`config.mk`:
```
export PLATFORM = sky130hd
export DESIGN_NAME = sec_grp_ack_if
export DESIGN_NICKNAME = d
export VERILOG_FILES = /design/src/rtl/sgai_pkg.sv /design/src/rtl/sgai_ctrl_regs.sv /design/src/rtl/sgai_active_stack.sv /design/src/rtl/sgai_decide.sv /design/src/rtl/sec_grp_ack_if.sv
export SDC_FILE = /design/constraint.sdc
export NUM_CORES = 1
export LEC_CHECK = 0
export BUFFER_PORTS_ARGS = -buffer_cell sky130_fd_sc_hd__buf_2
export CAP_MARGIN = 0
export CORE_MARGIN = 1.5
export CORE_UTILIZATION = 53
export DETAILED_ROUTE_END_ITERATION = 12
export PLACE_DENSITY = 0.76
export SLEW_MARGIN = 20
export SYNTH_ARGS = -nofsm -noshare
export SYNTH_HDL_FRONTEND = slang
export SYNTH_SLANG_ARGS = --single-unit
```
`constraint.sdc`:
```
create_clock -name clk_i -period 3.8 [get_ports clk_i]
set_input_delay 0.76 -clock clk_i [delete_from_list [all_inputs] [get_ports clk_i]]
set_output_delay 0.76 -clock clk_i [all_outputs]
set_load 0.01 [all_outputs]
```
`src/rtl/sgai_pkg.sv`:
```
package sgai_pkg;
  localparam int PRIO_W = 8;

  typedef logic [PRIO_W-1:0] prio_t;
  typedef logic [PRIO_W:0]   rprio_t;   // extra bit encodes "idle"

  typedef enum logic [1:0] {
    REG_CTRL  = 2'd0,
    REG_PMASK = 2'd1,
    REG_ACK   = 2'd2,
    REG_EOI   = 2'd3
  } reg_sel_e;

  typedef struct packed {
    logic fiq_en;
    logic ack_ctl;
    logic en_g1;
    logic en_g0;
  } ctrl_t;

  localparam rprio_t RPRIO_IDLE = rprio_t'(1) << PRIO_W;

  // Non-secure view of the mask: halved range, shown shifted up.
  function automatic prio_t ns_mask_view(prio_t pm);
    return pm[PRIO_W-1] ? {pm[PRIO_W-2:0], 1'b0} : '0;
  endfunction

  // Non-secure store: only when the secure side left the top half open.
  function automatic prio_t ns_mask_store(prio_t cur, prio_t wv);
    return cur[PRIO_W-1] ? {1'b1, wv[PRIO_W-1:1]} : cur;
  endfunction

  function automatic logic ack_permitted(logic grp1, logic sec, logic ack_ctl);
    if (!grp1) return sec;
    return sec ? ack_ctl : 1'b1;
  endfunction

  function automatic logic eoi_permitted(logic grp1, logic sec);
    return grp1 | sec;
  endfunction

  function automatic logic outranks(prio_t p, rprio_t lim);
    return {1'b0, p} < lim;
  endfunction
endpackage

```
`src/rtl/sgai_ctrl_regs.sv`:
```
module sgai_ctrl_regs
  import sgai_pkg::*;
(
  input  logic  clk_i,
  input  logic  rst_ni,
  input  logic  wr_ctrl_i,
  input  logic  wr_mask_i,
  input  logic  sec_i,
  input  prio_t wdata_i,
  output ctrl_t ctrl_o,
  output prio_t mask_o,
  output logic [3:0] ctrl_view_o,
  output prio_t mask_view_o
);
  ctrl_t ctrl_q;
  prio_t mask_q;

  always_ff @(posedge clk_i or negedge rst_ni) begin
    if (!rst_ni) begin
      ctrl_q <= '0;
    end else if (wr_ctrl_i) begin
      if (sec_i) ctrl_q <= ctrl_t'(wdata_i[3:0]);
      else       ctrl_q.en_g1 <= wdata_i[0];
    end
  end

  always_ff @(posedge clk_i or negedge rst_ni) begin
    if (!rst_ni) begin
      mask_q <= '0;
    end else if (wr_mask_i) begin
      mask_q <= sec_i ? wdata_i : ns_mask_store(mask_q, wdata_i);
    end
  end

  assign ctrl_o      = ctrl_q;
  assign mask_o      = mask_q;
  assign ctrl_view_o = sec_i ? 4'(ctrl_q) : {3'b000, ctrl_q.en_g1};
  assign mask_view_o = sec_i ? mask_q : ns_mask_view(mask_q);
endmodule

```
`src/rtl/sgai_active_stack.sv`:
```
module sgai_active_stack
  import sgai_pkg::*;
#(
  parameter int ID_W  = 10,
  parameter int DEPTH = 4
) (
  input  logic            clk_i,
  input  logic            rst_ni,
  input  logic            push_i,
  input  logic            pop_i,
  input  logic [ID_W-1:0] push_id_i,
  input  prio_t           push_prio_i,
  input  logic            push_grp_i,
  output rprio_t          running_o,
  output logic [ID_W-1:0] top_id_o,
  output logic            top_grp_o,
  output logic            empty_o,
  output logic            full_o
);
  localparam int SP_W = $clog2(DEPTH + 1);
  localparam int IX_W = $clog2(DEPTH);

  logic [SP_W-1:0] sp_q;
  logic [ID_W-1:0] id_arr   [DEPTH];
  prio_t           prio_arr [DEPTH];
  logic            grp_arr  [DEPTH];

  for (genvar g = 0; g < DEPTH; g++) begin : g_slot
    logic [ID_W-1:0] sid_q;
    prio_t           sprio_q;
    logic            sgrp_q;
    always_ff @(posedge clk_i or negedge rst_ni) begin
      if (!rst_ni) begin
        sid_q   <= '0;
        sprio_q <= '0;
        sgrp_q  <= 1'b0;
      end else if (push_i && sp_q == SP_W'(g)) begin
        sid_q   <= push_id_i;
        sprio_q <= push_prio_i;
        sgrp_q  <= push_grp_i;
      end
    end
    assign id_arr[g]   = sid_q;
    assign prio_arr[g] = sprio_q;
    assign grp_arr[g]  = sgrp_q;
  end

  always_ff @(posedge clk_i or negedge rst_ni) begin
    if (!rst_ni)                  sp_q <= '0;
    else if (push_i && !full_o)   sp_q <= sp_q + SP_W'(1);
    else if (pop_i && !empty_o)   sp_q <= sp_q - SP_W'(1);
  end

  logic [IX_W-1:0] top_ix;
  assign top_ix  = IX_W'(sp_q - SP_W'(1));
  assign empty_o = (sp_q == '0);
  assign full_o  = (sp_q == SP_W'(DEPTH));

  always_comb begin
    running_o = RPRIO_IDLE;
    top_id_o  = '0;
    top_grp_o = 1'b0;
    if (!empty_o) begin
      running_o = {1'b0, prio_arr[top_ix]};
      top_id_o  = id_arr[top_ix];
      top_grp_o = grp_arr[top_ix];
    end
  end
endmodule

```
`src/rtl/sgai_decide.sv`:
```
module sgai_decide
  import sgai_pkg::*;
#(
  parameter int ID_W = 10
) (
  input  logic            cand_valid_i,
  input  logic            cand_grp_i,
  input  prio_t           cand_prio_i,
  input  ctrl_t           ctrl_i,
  input  prio_t           mask_i,
  input  rprio_t          running_i,
  input  logic            full_i,
  input  logic            empty_i,
  input  logic [ID_W-1:0] top_id_i,
  input  logic            top_grp_i,
  input  logic            sec_i,
  input  logic [ID_W-1:0] eoi_id_i,
  output logic            irq_o,
  output logic            fiq_o,
  output logic            ack_go_o,
  output logic            eoi_go_o
);
  logic cand_beats, sig_g0, sig_g1, eoi_match;

  assign cand_beats = cand_valid_i
                    && outranks(cand_prio_i, {1'b0, mask_i})
                    && outranks(cand_prio_i, running_i);
  assign sig_g0 = cand_beats && !cand_grp_i && ctrl_i.en_g0;
  assign sig_g1 = cand_beats &&  cand_grp_i && ctrl_i.en_g1;
  assign fiq_o  = sig_g0 && ctrl_i.fiq_en;
  assign irq_o  = sig_g1 || (sig_g0 && !ctrl_i.fiq_en);

  assign ack_go_o  = cand_beats && !full_i
                   && ack_permitted(cand_grp_i, sec_i, ctrl_i.ack_ctl);
  assign eoi_match = !empty_i && (eoi_id_i == top_id_i);
  assign eoi_go_o  = eoi_match && eoi_permitted(top_grp_i, sec_i);
endmodule

```
`src/rtl/sec_grp_ack_if.sv`:
```
module sec_grp_ack_if
  import sgai_pkg::*;
#(
  parameter int ID_W  = 10,
  parameter int DEPTH = 4
) (
  input  logic            clk_i,
  input  logic            rst_ni,
  input  logic            cand_valid_i,
  input  logic [ID_W-1:0] cand_id_i,
  input  logic            cand_grp_i,
  input  logic [7:0]      cand_prio_i,
  input  logic            bus_req_i,
  input  logic            bus_wr_i,
  input  logic [1:0]      bus_addr_i,
  input  logic [ID_W-1:0] bus_wdata_i,
  input  logic            bus_sec_i,
  output logic            bus_rvalid_o,
  output logic [ID_W-1:0] bus_rdata_o,
  output logic            irq_o,
  output logic            fiq_o,
  output logic            ack_o,
  output logic [ID_W-1:0] ack_id_o,
  output logic            eoi_o,
  output logic [ID_W-1:0] eoi_id_o
);
  localparam logic [ID_W-1:0] SPURIOUS = '1;

  // Named internal events, also observed by the bound checker.
  ctrl_t           ctl_q;
  prio_t           mask_q;
  logic [3:0]      ctrl_view;
  prio_t           mask_view;
  rprio_t          running_prio;
  logic [ID_W-1:0] top_id;
  logic            top_grp, stk_empty, stk_full;
  logic            ack_go, eoi_go, ack_fire, eoi_fire;
  logic            rd_req, wr_req;
  logic [ID_W-1:0] rd_mux;

  assign rd_req   = bus_req_i && !bus_wr_i;
  assign wr_req   = bus_req_i &&  bus_wr_i;
  assign ack_fire = rd_req && (bus_addr_i == REG_ACK) && ack_go;
  assign eoi_fire = wr_req && (bus_addr_i == REG_EOI) && eoi_go;

  sgai_ctrl_regs u_regs (
    .clk_i       (clk_i),
    .rst_ni      (rst_ni),
    .wr_ctrl_i   (wr_req && bus_addr_i == REG_CTRL),
    .wr_mask_i   (wr_req && bus_addr_i == REG_PMASK),
    .sec_i       (bus_sec_i),
    .wdata_i     (bus_wdata_i[PRIO_W-1:0]),
    .ctrl_o      (ctl_q),
    .mask_o      (mask_q),
    .ctrl_view_o (ctrl_view),
    .mask_view_o (mask_view)
  );

  sgai_active_stack #(.ID_W(ID_W), .DEPTH(DEPTH)) u_stack (
    .clk_i       (clk_i),
    .rst_ni      (rst_ni),
    .push_i      (ack_fire),
    .pop_i       (eoi_fire),
    .push_id_i   (cand_id_i),
    .push_prio_i (cand_prio_i),
    .push_grp_i  (cand_grp_i),
    .running_o   (running_prio),
    .top_id_o    (top_id),
    .top_grp_o   (top_grp),
    .empty_o     (stk_empty),
    .full_o      (stk_full)
  );

  sgai_decide #(.ID_W(ID_W)) u_decide (
    .cand_valid_i (cand_valid_i),
    .cand_grp_i   (cand_grp_i),
    .cand_prio_i  (cand_prio_i),
    .ctrl_i       (ctl_q),
    .mask_i       (mask_q),
    .running_i    (running_prio),
    .full_i       (stk_full),
    .empty_i      (stk_empty),
    .top_id_i     (top_id),
    .top_grp_i    (top_grp),
    .sec_i        (bus_sec_i),
    .eoi_id_i     (bus_wdata_i),
    .irq_o        (irq_o),
    .fiq_o        (fiq_o),
    .ack_go_o     (ack_go),
    .eoi_go_o     (eoi_go)
  );

  always_comb begin
    unique case (reg_sel_e'(bus_addr_i))
      REG_CTRL:  rd_mux = ID_W'(ctrl_view);
      REG_PMASK: rd_mux = ID_W'(mask_view);
      REG_ACK:   rd_mux = ack_go ? cand_id_i : SPURIOUS;
      default:   rd_mux = '0;
    endcase
  end

  always_ff @(posedge clk_i or negedge rst_ni) begin
    if (!rst_ni) begin
      bus_rvalid_o <= 1'b0;
      bus_rdata_o  <= '0;
      ack_o        <= 1'b0;
      ack_id_o     <= '0;
      eoi_o        <= 1'b0;
      eoi_id_o     <= '0;
    end else begin
      bus_rvalid_o <= rd_req;
      ack_o        <= ack_fire;
      eoi_o        <= eoi_fire;
      if (rd_req)   bus_rdata_o <= rd_mux;
      if (ack_fire) ack_id_o    <= cand_id_i;
      if (eoi_fire) eoi_id_o    <= top_id;
    end
  end
endmodule

```
==> key figures, run 1 <==
Global route
  • Largest net degree at the start of global routing: 56
  • Gr usage total: 28.1%
  • Initial antenna violation count: 0
  • Total gr overflow: 0
  • Global-route wire length before repair: 26.9 mm
  • Vias in the first global route: 5,165

Power
  • Worst vdd ir: 0.302 mV
  • Power Dens Cells: 464 nW/um^2
  • Leakage power figure: 3.89 nW

Critical path
  • Top delay family on crit path: compound AO/OA/AOI/OAI gates
  • Worst EP required: 3.04 ns
  • Worst Setup End Kind: primary output
  • Critical Path Fanout Max: 6
  • Worst Setup Start Kind: flop
  • Crit path largest cell delay: 0.43 ns
  • WP data arrival: 2.99 ns
  • WS Path Type: reg2out
  • CP Buf/Inv Count: 2
  • Crit path cell chain: inv_4 > ha_4 > mux4_2 > nand2_2 > ha_4 > a21o_1 > a21oi_2 > nor2b_2 > o31ai_4 > nand2_2 > nor3_2 > buf_2
  • Slowest CP cell: dfrtp_2

CTS
  • Clk slew on worst S/H paths: 0.06 ns
  • CTS Buffer Depth: 2
  • CTS tree: done
  • Root buf cell: clkbuf_16
  • TritonCTS buffer count: 17
  • H-Tree Depth: 4
  • Clk sinks: 124
  • Clk_lat worst skew: 0.42 ns

Logic synthesis
  • FFs w/ async S/R, synth: 100%
  • Largest family of logic cells by synthesized area: multiplexers
  • Ys flop type: dfrtp_1
  • Most frequent cells after synthesis: 124 x dfrtp_1, 81 x mux2_2, 74 x nand2_1
  • Syn Area/Cell: 11.7 sq um
  • Compound-Gate Fraction of Synth Area: 7.96%
  • Cell accounting for the most synthesized area: dfrtp_1
  • Mapped Nets: 601
  • Yosys reg bits: 124
  • Most frequent cell after synthesis: dfrtp_1
  • Number of synthesized flops with an enable pin: 0
  • Yosys top cell area share: 48.7%
  • Area share of and/or/nand/nor cells after synthesis: 11.9%
  • Netlist cell types: 59
  • Xor-xnor portion of the synthesized cell area: 0.825%
  • Seq/Total Area, Yosys: 48.7%
  • Synthesis warning total: 0
  • Mux contribution to synthesized area: 23.2%
  • Synth area leaders: dfrtp_1 49%, mux2_2 14%, nand2_1 4.4%, ha_1 3.9%, mux4_2 3.9%
  • Synthesized area: 6370 sq um
  • Synth Area in Adders: 3.93%
  • Post-Syn Instances: 544

Die
  • Core Rows: 39
  • Chip Height: 113 microns
  • Die width: 113 microns
  • I/O Pins: 72
  • Starting density of the core: 55.1%
  • Die area: 12,700 sq um
  • Core area: 11,600 sq um

Run status
  • Status: completed

Drt
  • Drt pass-1 iters: 7
  • DR vias: 4,836
  • DR iter-0 viols: 388
  • Residual DRC: 0
  • Routed wire length: 16.8 mm
  • Via/cell ratio: 6.11
  • Final ANT Viol Nets: 0
  • Average wire per standard cell: 21.2 microns

Min path
  • Hold crit path type: in2async

STA
  • Finish-stage setup viols: 0
  • Final Skew: 0.00482 ns
  • Maximum clock rate: 267 MHz
  • Fin crit period: 3.75 ns
  • Slew @ Worst Pin: 1.04 ns
  • Final worst-path cycle share: 98.6%
  • Unrepaired setup endpoints after global routing: yes
  • Final max-slew violation count: 0
  • Hold Vio Cnt, Final: 0
  • Slew HR: 30.2%

Job
  • Max-cap viol count: 0

Layout
  • Final cell count without fillers: 792
  • Layout area overhead: 21.8%
  • Final core utilization: 67.0%
  • Antenna diodes: 0
  • Layout Nets: 694
  • Layout cells sized above 1: 40.1%

Placement
  • Port-buffer cells: 71
  • HPWL Detailed: 11.4 mm
  • DP Cell Count: 751
  • RD Place Congestion: 0.877
-- registers in the layout, indices dropped and copies added, names as in the netlist --
register,count
ack_o,1
bus_rvalid_o,1
ack_id_o,10
u_regs.ctrl_o,4
eoi_o,1
u_stack.g_slot.sprio_q,32
u_regs.mask_o,8
eoi_id_o,10
u_stack.g_slot.sgrp_q,4
u_stack.g_slot.sid_q,40
u_stack.sp_q,3
bus_rdata_o,10
-- cell families (layout without fill, tap and decap cells) --
kind of cell    Yosys count  count (layout)
fa+ha+maj                20              20
mux                     114             114
flops                   124             124
xor+xnor                  6               6
buf+inv                  48             153
compound gates           77              77
simple gates            155             155
-- cell type report --
class                           instances  area [sq um]
Fill cell                             838          3810
Clock inverter                         12           218
Inverter                               22          85.1
Clock buffer                           19           453
Timing Repair Buffer                  100           592
Sequential cell                       124          3100
Multi-Input combinational cell        372          3120
Tap cell                              143           179
-- where the power goes --
part	switching, mW	total, mW	internal (mW)	leakage, nW
registers	0.0414	1.41	1.37	1.67
clock network	0.585	1.84	1.25	0.321
logic	0.216	0.347	0.131	1.90
-- layer usage --
metal	GRT usage (%)	up-vias	share of wire (%)
met5	0	-	0
met4	11.9	0	1.9
met3	7.13	32	6.8
met2	44.9	200	48
met1	36.6	2451	43
li1	-	2153	-
-- metrics by stage --
stage / power [mW] / setup TNS [ns] / area [sq um] / hold WS (ns) / setup slack [ns]
final: 3.60 / 0 / 7750 / 0.393 / 0.0538
after global routing: 3.71 / -0.0289 / 7750 / 0.458 / -0.0289
after CTS: 3.60 / 0 / 7680 / 0.420 / 0.0452
after detailed placement: 1.76 / 0 / 6940 / 0.451 / 0.129
after global placement: 1.74 / 0 / 6940 / 0.446 / 0.279
after floorplan: 1.61 / 0 / 6410 / 0.463 / 0.0256
-- cell usage in the layout, fill, tap and decap left out, types with 17 or more instances in the layout --
master / Yosys / routed
nand2_1: 74 / 70
mux2_2: 81 / 81
o21ai_0: 28 / 28
inv_1: 22 / 20
dfrtp_1: 124 / 123
clkbuf_16: 0 / 17
buf_2: 7 / 70
buf_4: 2 / 28
-- worst paths after layout --
check	startpoint	slack, ns	to	cells past startpoint
max	u_stack.sp_q[0]	0.05	fiq_o	12
min	rst_ni	0.39	u_stack.g_slot[0].sprio_q[6]	1
max reg2reg	u_stack.sp_q[0]	0.30	u_stack.g_slot[2].sprio_q[4]	14
min reg2reg	bus_rdata_o[8]	0.46	bus_rdata_o[8]	2
max in group asynchronous	rst_ni	2.56	u_regs.mask_o[3]	2
min in group clk_i	bus_rdata_o[8]	0.46	bus_rdata_o[8]	2
-- repair_timing --
item,4_1_cts,5_1_grt
pin swaps,4,8
setup buffers,7,3
gates resized for setup,4,10
setup endpoints to repair,2,2
hold buffers,0,0
hold endpoints to repair,0,0
gates cloned,0,0
(Power assumes the default switching activity.)
==> run 2, diff against run 1 <==
--- a/config.mk
+++ b/config.mk
@@ -5,12 +5,13 @@
 export SDC_FILE = /design/constraint.sdc
 export NUM_CORES = 1
 export LEC_CHECK = 0
-export BUFFER_PORTS_ARGS = -buffer_cell sky130_fd_sc_hd__buf_2
+export BUFFER_PORTS_ARGS = -buffer_cell sky130_fd_sc_hd__buf_4
 export CAP_MARGIN = 0
 export CORE_MARGIN = 1.5
 export CORE_UTILIZATION = 53
 export DETAILED_ROUTE_END_ITERATION = 12
 export PLACE_DENSITY = 0.76
+export RECOVER_POWER = 100
 export SLEW_MARGIN = 20
 export SYNTH_ARGS = -nofsm -noshare
 export SYNTH_HDL_FRONTEND = slang
==> run 2 against run 1 <==
  * The run now ends with capacitance limit, slew limit left
  * Clock-buffer cell count increased by 7
  * First-iteration DRC count increased by 0.77%
  * Non-clock buffer count increased by 5
  * Sequential cell count unchanged
  * Power decreased by 2.4%
  * Combinational power increased by 2%
  * Wire length decreased by 2.0%
  * Hold slack improved by 0.077 ns
  * Largest cell class is now flip-flops and latches
  * Largest power group unchanged
  * Highest routed layer unchanged
==> key figures, run 2 (synthesized netlist as in run 1, its figures left out) <==
Die
  • Core Rows: 39
  • Starting density of the core: 55.1%
  • Core area: 11,600 sq um
  • Die width: 113 microns
  • Chip Height: 113 microns
  • Die area: 12,700 sq um
  • I/O Pins: 72

Power
  • Switch share: 23.3%
  • Leakage power figure: 3.77 nW
  • Net Sw Power: 817 uW
  • Sequential share of power: 40.2%
  • Power Total: 3.51 mW
  • Clock power share: 49.7%
  • Power Dens Cells: 455 nW/um^2
  • Gate power share: 10.1%
  • Internal power: 2.69 mW
  • Worst vdd ir: 0.286 mV

Drt
  • Routed wire length: 16.4 mm
  • DR vias: 4,795
  • Drt pass-1 iters: 4
  • Average wire per standard cell: 20.6 microns
  • Final ANT Viol Nets: 0
  • Via/cell ratio: 6.01
  • Residual DRC: 0
  • DR iter-0 viols: 391

Min path
  • Hold crit path type: reg2reg
  • Hold EP: ack_id_o[4]
  • Hold depth: 2
  • Min-delay src: ack_id_o[4]

Run status
  • Status: complete, but fails checks
  • Failing checks: capacitance limit, slew limit

Layout
  • Commonest non-fill, non-tap cell in the layout: dfrtp_1
  • Layout cells sized above 1: 31.6%
  • Biggest regs: u_stack.g_slot.sid_q: 40 flops, u_stack.g_slot.sprio_q: 32 flops
  • Antenna diodes: 0
  • Biggest register: u_stack.g_slot.sid_q
  • Max reg flops: 40
  • Most frequent cells in the layout: 123 x dfrtp_1, 81 x mux2_2, 72 x nand2_1, 58 x buf_4, 42 x clkbuf_1
  • Layout area overhead: 21.3%
  • Layout Nets: 699

Critical path
  • WP data arrival: 2.92 ns
  • Critical Path Fanout Max: 4
  • Worst Setup End Kind: primary output
  • Reg2Reg Setup Slack: 0.14 ns
  • Worst Setup Start Kind: flop
  • Worst Reg2Reg Path Length in Cells: 16
  • Worst R2R End: u_stack.g_slot[1].sprio_q[3]
  • WS Path Type: reg2out
  • Worst EP required: 3.04 ns
  • Worst R2R Start: u_stack.sp_q[0]

CTS
  • Clk_lat worst skew: 0.42 ns
  • TritonCTS buffer count: 17
  • CTS tree: done
  • Clk slew on worst S/H paths: 0.05 ns
  • CTS Buffer Depth: 2
  • H-Tree Depth: 4
  • Root buf cell: clkbuf_16
  • Hold Buf Count CTS: 0
  • Clk sinks: 124

STA
  • Slew @ Worst Pin: 2.57 ns
  • Final max-slew violation count: 44
  • Slew HR: -71.3%
  • Fin crit period: 3.68 ns
  • Hold Vio Cnt, Final: 0
  • Maximum clock rate: 272 MHz
  • Finish-stage setup viols: 0
  • Final worst-path cycle share: 96.9%
  • TNS Setup: 0 ns
  • Unrepaired setup endpoints after global routing: no
  • Final Skew: 0.00916 ns

Global route
  • Vias in the first global route: 5,051
  • Global-route wire length before repair: 26.8 mm
  • Gr usage total: 27.8%
  • Total gr overflow: 0
  • Initial antenna violation count: 0
  • Largest net degree at the start of global routing: 52

Placement
  • RD Place Congestion: 0.921
  • HPWL Detailed: 11.4 mm
  • Port-buffer cells: 71

Job
  • Max-cap viol count: 1
run 2: area by class of cell:
| class | instances | area, sq um |
|---|---|---|
| multi-input combinational | 372 | 3040 |
| clock buffer | 26 | 509 |
| sequential | 124 | 3100 |
| inverter | 22 | 85.1 |
| clock inverter | 6 | 130 |
| timing repair buffer | 105 | 678 |
| tap | 143 | 179 |
| fill | 881 | 3840 |
run 2: critical path: stages (launching register included):
cell	delay, ns
dfrtp_2	0.44
inv_4	0.09
ha_4	0.22
buf_12	0.13
mux4_2	0.28
nand2_2	0.11
ha_4	0.21
a21o_1	0.16
a21oi_2	0.13
nor2_1	0.05
a211oi_2	0.27
nand2_2	0.13
nor2_1	0.14
buf_4	0.13
run 2: routing by layer:
| layer | part of all wire (%) | global-route usage [%] | vias up |
|---|---|---|---|
| li1 | - | - | 2152 |
| met3 | 5.7 | 6.64 | 24 |
| met5 | 0 | 0 | - |
| met2 | 49 | 44.9 | 160 |
| met1 | 44 | 37.1 | 2459 |
| met4 | 1.9 | 9.87 | 0 |
run 2: through the flow:
stage	cells	hold slack, ns	utilization [%]	worst slack (ns)	instance area [sq um]
6_report	798	0.470	66.8	0.119	7720
5_1_grt	798	0.497	66.8	0.00889	7720
4_1_cts	788	0.375	67.7	0.0130	7830
3_5_place_dp	750	0.461	61.6	0.185	7120
3_3_place_gp	750	0.452	61.6	0.267	7120
2_1_floorplan	544	0.463	-	0.0256	6410
run 2: repair_timing:
action | 4_1_cts | 5_1_grt
endpoints found under the hold margin | 0 | 0
setup endpoints to repair | 2 | 2
gates resized for setup | 5 | 7
setup buffers | 6 | 10
pin swaps | 3 | 4
run 2: worst max-delay path by stage:
stage	start	cells after the start	endpoint
after CTS	u_stack.sp_q[0]	13	fiq_o
after global placement	u_stack.sp_q[1]	12	fiq_o
after global routing	u_stack.sp_q[0]	16	u_stack.g_slot[1].sprio_q[4]
final	u_stack.sp_q[0]	13	irq_o
after detailed placement	u_stack.sp_q[1]	12	fiq_o
after floorplan	u_stack.sp_q[0]	18	u_stack.g_slot[1].sgrp_q
run 2: power groups by stage:
stage	clock network [mW]	registers (mW)	logic [mW]
floorplan	0	1.43	0.177
global placement	0	1.43	0.336
detailed placement	0	1.43	0.350
CTS	1.76	1.41	0.362
global route	1.83	1.42	0.393
finish	1.75	1.41	0.354
==> run 3, diff against run 2 <==
==> constraint.sdc (replaced) <==
create_clock -name clk_i -period 3.8 [get_ports clk_i]
set_input_delay 0.19 -clock clk_i [delete_from_list [all_inputs] [get_ports clk_i]]
set_output_delay 0.19 -clock clk_i [all_outputs]
set_load 0.01 [all_outputs]
==> run 3 against run 2 <==
  * Sequential cell count stayed put
  * Critical path depth stayed put
  * Clock skew is 0.0015 ns lower
  * Highest routed layer unchanged
  * The flow still finishes with violations (capacitance limit, slew limit)
  * Register-to-register slack better by 0.06 ns
==> key figures, run 3 (synthesized netlist as in run 1, its figures left out) <==
Die
  • I/O Pins: 72
  • Die width: 113 microns
  • Die area: 12,700 sq um
  • Core area: 11,600 sq um
  • Chip Height: 113 microns
  • Starting density of the core: 55.1%
  • Core Rows: 39

Power
  • Power Total: 3.43 mW
  • Gate power share: 9.6%
  • Internal power: 2.64 mW
  • Power Dens Cells: 457 nW/um^2
  • Leakage power figure: 3.67 nW
  • Switch share: 23.3%
  • Worst vdd ir: 0.333 mV
  • Sequential share of power: 41.1%
  • Clock power share: 49.3%
  • Net Sw Power: 799 uW

Run status
  • Status: complete, but fails checks
  • Failing checks: capacitance limit, slew limit

CTS
  • Clk_lat worst skew: 0.42 ns
  • Post-CTS Setup Bufs: 0
  • Hold Buf Count CTS: 1
  • Root buf cell: clkbuf_16
  • Clk slew on worst S/H paths: 0.05 ns
  • TritonCTS buffer count: 17
  • CTS Buffer Depth: 2
  • Clk sinks: 124
  • CTS tree: done
  • Post-CTS sizing: 0
  • H-Tree Depth: 4

Placement
  • Port-buffer cells: 71
  • HPWL Detailed: 11.1 mm
  • Pre-CTS setup slack: 0.296 ns
  • RD Place Congestion: 0.910
  • DP Cell Count: 749

Global route
  • Met3 GRT Util: 5.29%
  • Total gr overflow: 0
  • Global-route track usage on met1: 36.8%
  • Met2 Usage GRT: 41.6%
  • Largest net degree at the start of global routing: 66
  • Busiest grt layer: met2
  • Vias in the first global route: 4,649
  • Initial antenna violation count: 0
  • Global-route wire length before repair: 25.1 mm
  • Gr usage total: 26.5%

STA
  • TNS Setup: 0 ns
  • Hold Slack: 0.0331 ns
  • Unrepaired setup endpoints after global routing: no
  • Maximum clock rate: 278 MHz
  • Worst Slack Setup Final: 0.204 ns
  • Hold Vio Cnt, Final: 0
  • Fin crit period: 3.60 ns
  • Final worst-path cycle share: 94.6%
  • Final max-slew violation count: 66
  • Slew HR: -11.3%
  • Final Skew: 0.00770 ns
  • Slew @ Worst Pin: 1.67 ns
  • Finish-stage setup viols: 0

Critical path
  • Worst Setup Start Kind: flop
  • WS Path Type: reg2reg
  • WP data arrival: 3.90 ns
  • Critical Path Fanout Max: 16
  • Crit path largest cell delay: 0.44 ns
  • Top delay family on crit path: adder cells
  • Crit path cell chain: inv_1 > ha_4 > mux4_2 > nand2_1 > ha_1 > a21o_1 > a21oi_1 > nor2_1 > a211oi_2 > buf_4 > nand4_2 > clkbuf_4 > mux2_2
  • Worst EP required: 4.10 ns
  • Worst Setup End Kind: flop
  • Slowest CP cell: ha_4
  • CP Buf/Inv Count: 3

Layout
  • Max reg flops: 40
  • Layout cells sized above 1: 29.4%
  • Layout area overhead: 18.1%
  • Filler Cell Count: 899
  • Most frequent cells in the layout: 123 x dfrtp_1, 81 x mux2_2, 74 x nand2_1, 43 x buf_4, 38 x clkbuf_1
  • Layout Nets: 683
  • Biggest regs: u_stack.g_slot.sid_q: 40 flops, u_stack.g_slot.sprio_q: 32 flops
  • Commonest non-fill, non-tap cell in the layout: dfrtp_1
  • Final cell count without fillers: 780
  • Biggest register: u_stack.g_slot.sid_q
  • Antenna diodes: 0

Drt
  • DR iter-0 viols: 401
  • Final ANT Viol Nets: 0
  • Routed wire length: 15.7 mm
  • DR vias: 4,596
  • Residual DRC: 0
  • Average wire per standard cell: 20.1 microns
  • Via/cell ratio: 5.89
  • Drt pass-1 iters: 6

Job
  • Max-cap viol count: 1

Min path
  • Hold crit path type: in2reg
run 3: cell types whose count changed in the layout (fill, tap and decap cells not counted), moves of 2 or more:
cell / previous run / this run
clkbuf_1: 42 / 38
buf_12: 3 / 0
clkbuf_2: 2 / 7
clkbuf_8: 5 / 3
buf_4: 58 / 43
nand2_1: 72 / 74
nand2_2: 2 / 0
run 3: final cells by class:
class,instances,area [sq um],share of cell area [%]
sequential,124,3100,41.3
multi-input combinational,372,3020,40.1
timing repair buffer,89,522,6.94
clock buffer,23,478,6.36
tap,143,179,2.38
clock inverter,7,138,1.83
inverter,22,85.1,1.13
run 3: final timing paths:
path / from / end / slack [ns] / depth (start not counted)
setup / recovery: u_stack.sp_q[1] / u_stack.g_slot[3].sid_q[1] / 0.20 / 13
max in group asynchronous: rst_ni / u_stack.g_slot[0].sid_q[3] / 0.87 / 3
min in group asynchronous: rst_ni / u_stack.g_slot[2].sprio_q[7] / 0.73 / 2
hold reg to reg: ack_id_o[4] / ack_id_o[4] / 0.46 / 2
setup reg to reg: u_stack.sp_q[1] / u_stack.g_slot[3].sid_q[1] / 0.20 / 13
hold / removal: cand_id_i[4] / ack_id_o[4] / 0.03 / 3
run 3: power by group through the flow:
stage	clock network, mW	logic (mW)	registers (mW)
floorplan	0	0.177	1.43
global placement	0	0.334	1.43
detailed placement	0	0.347	1.43
CTS	1.71	0.350	1.41
global route	1.77	0.369	1.41
finish	1.69	0.330	1.41
run 3: stage by stage:
step / util (%) / cell area [sq um]
after floorplan: - / 6410
after global placement: 61.4 / 7100
after detailed placement: 61.4 / 7100
after CTS: 66.8 / 7720
after global routing: 65.0 / 7520
final: 65.0 / 7520
run 3: per-layer routing:
layer / up-vias / share of wire, %
met1: 2320 / 44
li1: 2126 / -
met5: - / 0
met4: 0 / 1.5
met2: 131 / 48
met3: 19 / 5.9
run 3: tightest hold or removal path, delay by kind of cell:
family	cells	cell delay, ns
AND/OR/NAND/NOR	2	0.11
buffers and inverters	1	0.12
